<file path="config.mk">
export PLATFORM = sky130hd
export DESIGN_NAME = dual_rail_csa_row
export DESIGN_NICKNAME = d
export VERILOG_FILES = /design/src/rtl/dr_csa_pkg.sv /design/src/rtl/dr_csa_terms.sv /design/src/rtl/dr_csa_plane.sv /design/src/rtl/dr_csa_guard.sv /design/src/rtl/dr_csa_cell.sv /design/src/rtl/dual_rail_csa_row.sv
export SDC_FILE = /design/constraint.sdc
export NUM_CORES = 1
export LEC_CHECK = 0
export ABC_AREA = 0
export BUFFER_PORTS_ARGS = -buffer_cell sky130_fd_sc_hd__buf_2
export CAP_MARGIN = 20
export CORE_AREA = 2 2 275 277
export DETAILED_ROUTE_END_ITERATION = 7
export DIE_AREA = 0 0 277 279
export SETUP_SLACK_MARGIN = 0.15
export SYNTH_ARGS = -nofsm -noshare
export SYNTH_HDL_FRONTEND = slang
export SYNTH_SLANG_ARGS = --single-unit
export TNS_END_PERCENT = 5
</file>
<file path="constraint.sdc">
create_clock -name vclk -period 1.4
set_input_delay 0.07 -clock vclk [all_inputs]
set_output_delay 0.07 -clock vclk [all_outputs]
set_load 0.01 [all_outputs]
</file>
<file path="src/rtl/dr_csa_pkg.sv">
package dr_csa_pkg;

    // One logical bit carried on two wires.
    typedef struct packed {
        logic pos;
        logic neg;
    } dual_t;

    // Per-position result: sum and carry, both dual rail.
    typedef struct packed {
        dual_t sum;
        dual_t cy;
    } cell_res_t;

    // Which output rail an OR plane column produces.
    typedef enum logic [1:0] {
        SEL_SUM_POS = 2'd0,
        SEL_SUM_NEG = 2'd1,
        SEL_CY_POS  = 2'd2,
        SEL_CY_NEG  = 2'd3
    } plane_sel_e;

    localparam int unsigned OPERANDS = 3;
    localparam int unsigned TERMS    = 1 << OPERANDS;
    localparam int unsigned PLANES   = 4;

    // Count of true operands selected by a minterm index.
    function automatic int unsigned ones_in(input logic [OPERANDS-1:0] idx);
        int unsigned n;
        n = 0;
        for (int k = 0; k < OPERANDS; k++) begin
            n += int'(idx[k]);
        end
        return n;
    endfunction

    // Which of the shared minterms each output rail gathers.
    function automatic logic [TERMS-1:0] plane_mask(input plane_sel_e sel);
        logic [TERMS-1:0] m;
        m = '0;
        for (int t = 0; t < TERMS; t++) begin
            case (sel)
                SEL_SUM_POS: m[t] = (ones_in(OPERANDS'(t)) % 2) == 1;
                SEL_SUM_NEG: m[t] = (ones_in(OPERANDS'(t)) % 2) == 0;
                SEL_CY_POS:  m[t] = ones_in(OPERANDS'(t)) >= 2;
                default:     m[t] = ones_in(OPERANDS'(t)) < 2;
            endcase
        end
        return m;
    endfunction

    // A pair is well formed when exactly one of its rails is high.
    function automatic logic pair_ok(input dual_t d);
        return d.pos ^ d.neg;
    endfunction

endpackage

</file>
<file path="src/rtl/dr_csa_terms.sv">
module dr_csa_terms
    import dr_csa_pkg::*;
(
    input  dual_t              x_i,
    input  dual_t              y_i,
    input  dual_t              z_i,
    output logic [TERMS-1:0]   term_o
);

    // First logic level: one AND3 per minterm, bit 2 of the index is x.
    for (genvar m = 0; m < TERMS; m++) begin : g_term
        localparam logic [OPERANDS-1:0] K = OPERANDS'(m);
        assign term_o[m] = (K[2] ? x_i.pos : x_i.neg)
                         & (K[1] ? y_i.pos : y_i.neg)
                         & (K[0] ? z_i.pos : z_i.neg);
    end

    // With well-formed pairs exactly one shared minterm is active.
    always_comb begin
        if (pair_ok(x_i) && pair_ok(y_i) && pair_ok(z_i)) begin
            assert_one_term_R5: assert ($countones(term_o) == 1)
                else $error("more or fewer than one minterm active");
        end
    end

endmodule

</file>
<file path="src/rtl/dr_csa_plane.sv">
module dr_csa_plane
    import dr_csa_pkg::*;
(
    input  logic [TERMS-1:0] term_i,
    output cell_res_t        res_o
);

    logic [PLANES-1:0] rail;

    // Second logic level: each rail is an OR over its selected minterms.
    for (genvar s = 0; s < PLANES; s++) begin : g_plane
        localparam logic [TERMS-1:0] MASK = plane_mask(plane_sel_e'(s));
        assign rail[s] = |(term_i & MASK);
    end

    assign res_o.sum.pos = rail[SEL_SUM_POS];
    assign res_o.sum.neg = rail[SEL_SUM_NEG];
    assign res_o.cy.pos  = rail[SEL_CY_POS];
    assign res_o.cy.neg  = rail[SEL_CY_NEG];

endmodule

</file>
<file path="src/rtl/dr_csa_guard.sv">
module dr_csa_guard
    import dr_csa_pkg::*;
(
    input  dual_t x_i,
    input  dual_t y_i,
    input  dual_t z_i,
    output logic  fault_o
);

    // Checker only, off the datapath.
    assign fault_o = !(pair_ok(x_i) && pair_ok(y_i) && pair_ok(z_i));

endmodule

</file>
<file path="src/rtl/dr_csa_cell.sv">
module dr_csa_cell
    import dr_csa_pkg::*;
(
    input  dual_t     x_i,
    input  dual_t     y_i,
    input  dual_t     z_i,
    output cell_res_t res_o,
    output logic      fault_o
);

    logic [TERMS-1:0] term;

    dr_csa_terms u_terms (
        .x_i    (x_i),
        .y_i    (y_i),
        .z_i    (z_i),
        .term_o (term)
    );

    dr_csa_plane u_plane (
        .term_i (term),
        .res_o  (res_o)
    );

    dr_csa_guard u_guard (
        .x_i     (x_i),
        .y_i     (y_i),
        .z_i     (z_i),
        .fault_o (fault_o)
    );

    always_comb begin
        if (!fault_o) begin
            assert_sum_parity_R1: assert (res_o.sum.pos == (x_i.pos ^ y_i.pos ^ z_i.pos))
                else $error("sum rail disagrees with input parity");
            assert_sum_pair_R2: assert (res_o.sum.pos != res_o.sum.neg)
                else $error("sum rails not complementary");
            assert_cy_major_R3: assert (res_o.cy.pos ==
                    ((x_i.pos & y_i.pos) | (x_i.pos & z_i.pos) | (y_i.pos & z_i.pos)))
                else $error("carry rail disagrees with majority");
            assert_cy_pair_R4: assert (res_o.cy.pos != res_o.cy.neg)
                else $error("carry rails not complementary");
            assert_two_high_R5: assert ($countones({res_o.sum, res_o.cy}) == 2)
                else $error("output wires high count is not two");
        end
    end

endmodule

</file>
<file path="src/rtl/dual_rail_csa_row.sv">
module dual_rail_csa_row
    import dr_csa_pkg::*;
#(
    parameter int unsigned WIDTH = 64
) (
    input  logic [WIDTH-1:0] a_pos,
    input  logic [WIDTH-1:0] a_neg,
    input  logic [WIDTH-1:0] b_pos,
    input  logic [WIDTH-1:0] b_neg,
    input  logic [WIDTH-1:0] c_pos,
    input  logic [WIDTH-1:0] c_neg,
    output logic [WIDTH-1:0] sum_pos,
    output logic [WIDTH-1:0] sum_neg,
    output logic [WIDTH-1:0] cy_pos,
    output logic [WIDTH-1:0] cy_neg,
    output logic [WIDTH-1:0] pair_fault,
    output logic             any_fault
);

    for (genvar i = 0; i < WIDTH; i++) begin : g_pos
        dual_t     xa, xb, xc;
        cell_res_t res;

        assign xa = '{pos: a_pos[i], neg: a_neg[i]};
        assign xb = '{pos: b_pos[i], neg: b_neg[i]};
        assign xc = '{pos: c_pos[i], neg: c_neg[i]};

        dr_csa_cell u_cell (
            .x_i     (xa),
            .y_i     (xb),
            .z_i     (xc),
            .res_o   (res),
            .fault_o (pair_fault[i])
        );

        assign sum_pos[i] = res.sum.pos;
        assign sum_neg[i] = res.sum.neg;
        assign cy_pos[i]  = res.cy.pos;
        assign cy_neg[i]  = res.cy.neg;
    end

    assign any_fault = |pair_fault;

    always_comb begin
        assert_any_fault_R7: assert (any_fault == (pair_fault != '0))
            else $error("summary fault flag disagrees with per-position flags");
    end

endmodule

</file>
==> impl_metrics.py <==
metrics = {
    "run_status": {
        "status": "finished with violations",
        "violations": "setup timing",
    },
    "synthesis": {
        "synth.distinct_cells": 14,
        "synth_area_per_cell_um2": 6.58,
        "yosysSeqAreaShare_pct": 0,
        "syn-num-nets": 1544,
        "synth_top_area_cell": "a22o_1",
        "netlist_area_um2": 7630,
        "synth_top_area_share_pct": 21.9,
        "syn_inst": 1160,
        "synth_area_leaders": "a22o_1 22%, xor2_1 22%, nand2_1 18%",
        "yosys_warnings": 0,
    },
    "worst_setup_path": {
        "required_ns": 1.33,
        "path_class": "input pin to primary output",
        "cp-end-kind": "primary output",
        "worstPathMaxFanout": 2,
        "start_kind": "input pin",
        "arrival_ns": 2.20,
    },
    "timing": {
        "setup_viol": 2,
        "finalCritPeriodShare_pct": 162,
        "worstMarginPinSlew_ns": 0.491,
        "layout_setup_ws_ns": -0.868,
        "fin_crit_ns": 2.27,
        "max_freq_mhz": 441,
        "rsz0062_at_grt": "yes",
        "relSlewSlack_pct": 67.0,
        "slew_violations": 0,
        "hold_viol": 0,
    },
    "final_layout": {
        "fin_util_pct": 21.0,
        "nClkBuffers": 0,
        "nFlopsAndLatches": 0,
        "area_growth_pct": 104,
        "final_common_cell": "buf_2",
        "layout_common_cells": "688 x buf_2, 444 x buf_4, 371 x nand2_1",
        "regArea_um2": 0,
        "n_fill_cell": 8373,
        "drive_gt1_share_pct": 52.5,
        "num-nets-final": 2630,
    },
    "hold_path": {
        "hold_class": "input pin to primary output",
        "hold-path-cell-count": 4,
    },
    "grt": {
        "track_usage_pct": 11.0,
        "grt_pass1_wl_um": 68600,
        "overflow": 0,
        "grt_start_max_net_pins": 7,
        "grt_pass1_vias": 12600,
        "antenna_found_initial": 11,
    },
    "routing": {
        "vias_per_cell": 4.13,
        "first_pass_iters": 4,
        "post-route-drc-count": 0,
        "wl_per_cell_um": 14.6,
        "drt_iter0_markers": 485,
        "num_vias": 13300,
        "routed_wl_um": 47000,
        "ant_nets": 0,
    },
    "power": {
        "finalPower_mw": 5.88,
        "p_leak_nw": 8.27,
        "ir_drop_mv": 0.160,
        "p_per_area_nw_per_um2": 379,
    },
    "floorplan": {
        "die_h_um": 279,
        "ioPinCount": 705,
        "coreArea_um2": 74100,
        "start_util_pct": 10.3,
        "die_x_um": 277,
        "rows": 100,
        "dieArea_um2": 77300,
    },
    "placement": {
        "hpwl_um": 42100,
        "numPortBuffers": 705,
        "place_ws_ns": -1.37,
        "gp_congestion": 0.937,
    },
    "flow_run": {
        "cap_violations": 0,
    },
    "cts": {
        "ctsHoldBuffers": 0,
    },
}
critical path, stage by stage:
cell and delay (ns):
buf_2 0.11, xor2_1 0.21, nand3_2 0.14, nor4_4 0.33, buf_4 0.15, nand4_1 0.34
buf_6 0.28, or4_4 0.42, buf_6 0.14
cell type report:
class / count / area, um2 / area share, %
repair buffers: 1148 / 6960 / 44.8
multi-input cells: 1096 / 7350 / 47.3
well taps: 969 / 1210 / 7.80
diodes: 9 / 22.5 / 0.145
what timing repair did:
action | 4_1_cts | 5_1_grt
gates resized for setup | 28 | 25
endpoints found under the setup margin | 2 | 3
pin swaps | 10 | 8
cloned | 0 | 0
buffers inserted | 13 | 0
endpoints found under the hold margin | 0 | 0
Yosys cell counts, drive strengths merged:
library cell  count
a32o            128
xor2            192
nand3            64
or4               1
a22o            192
buf              64
nor4             16
nand2           371
nand4             4
o21ai           128
kinds of logic after synthesis:
| logic type | Yosys count | synth area share, % |
|---|---|---|
| compound gates | 448 | 47.2 |
| xor+xnor | 192 | 22.1 |
| buf+inv | 64 | 6.30 |
| simple gates | 456 | 24.3 |
report_power, final:
| group | internal (mW) | switching (mW) | total (mW) |
|---|---|---|---|
| Combinational | 2.86 | 3.02 | 5.88 |
| Clock | 0.000000863 | 0 | 0.000000863 |
| Sequential | 0 | 0 | 0 |
worst paths after layout:
kind	startpoint	end	slack, ns
worst max-delay path	c_pos[59]	any_fault	-0.87
worst min-delay path	c_pos[38]	pair_fault[38]	0.51
per-stage QoR:
step                instances  area [um2]  hold slack, ns  TNS [ns]
finish                   3222       15500           0.507     -1.59
global route             3221       15500           0.524     -1.71
CTS                      3213       15400           0.516     -1.54
detailed placement       3200       15100           0.504     -1.43
global placement         3200       15100           0.492     -1.44
floorplan                1160        7630           0.291         0
per-layer routing:
layer | up-vias | track usage (%) | wire (um)
li1 | 6611 | - | -
met1 | 6107 | 12.4 | 18700
met2 | 515 | 20.1 | 23000
met3 | 78 | 2.13 | 3170
met4 | 4 | 4.63 | 2100
met5 | - | 0 | 24
Power figures use the tool's default switching activity.
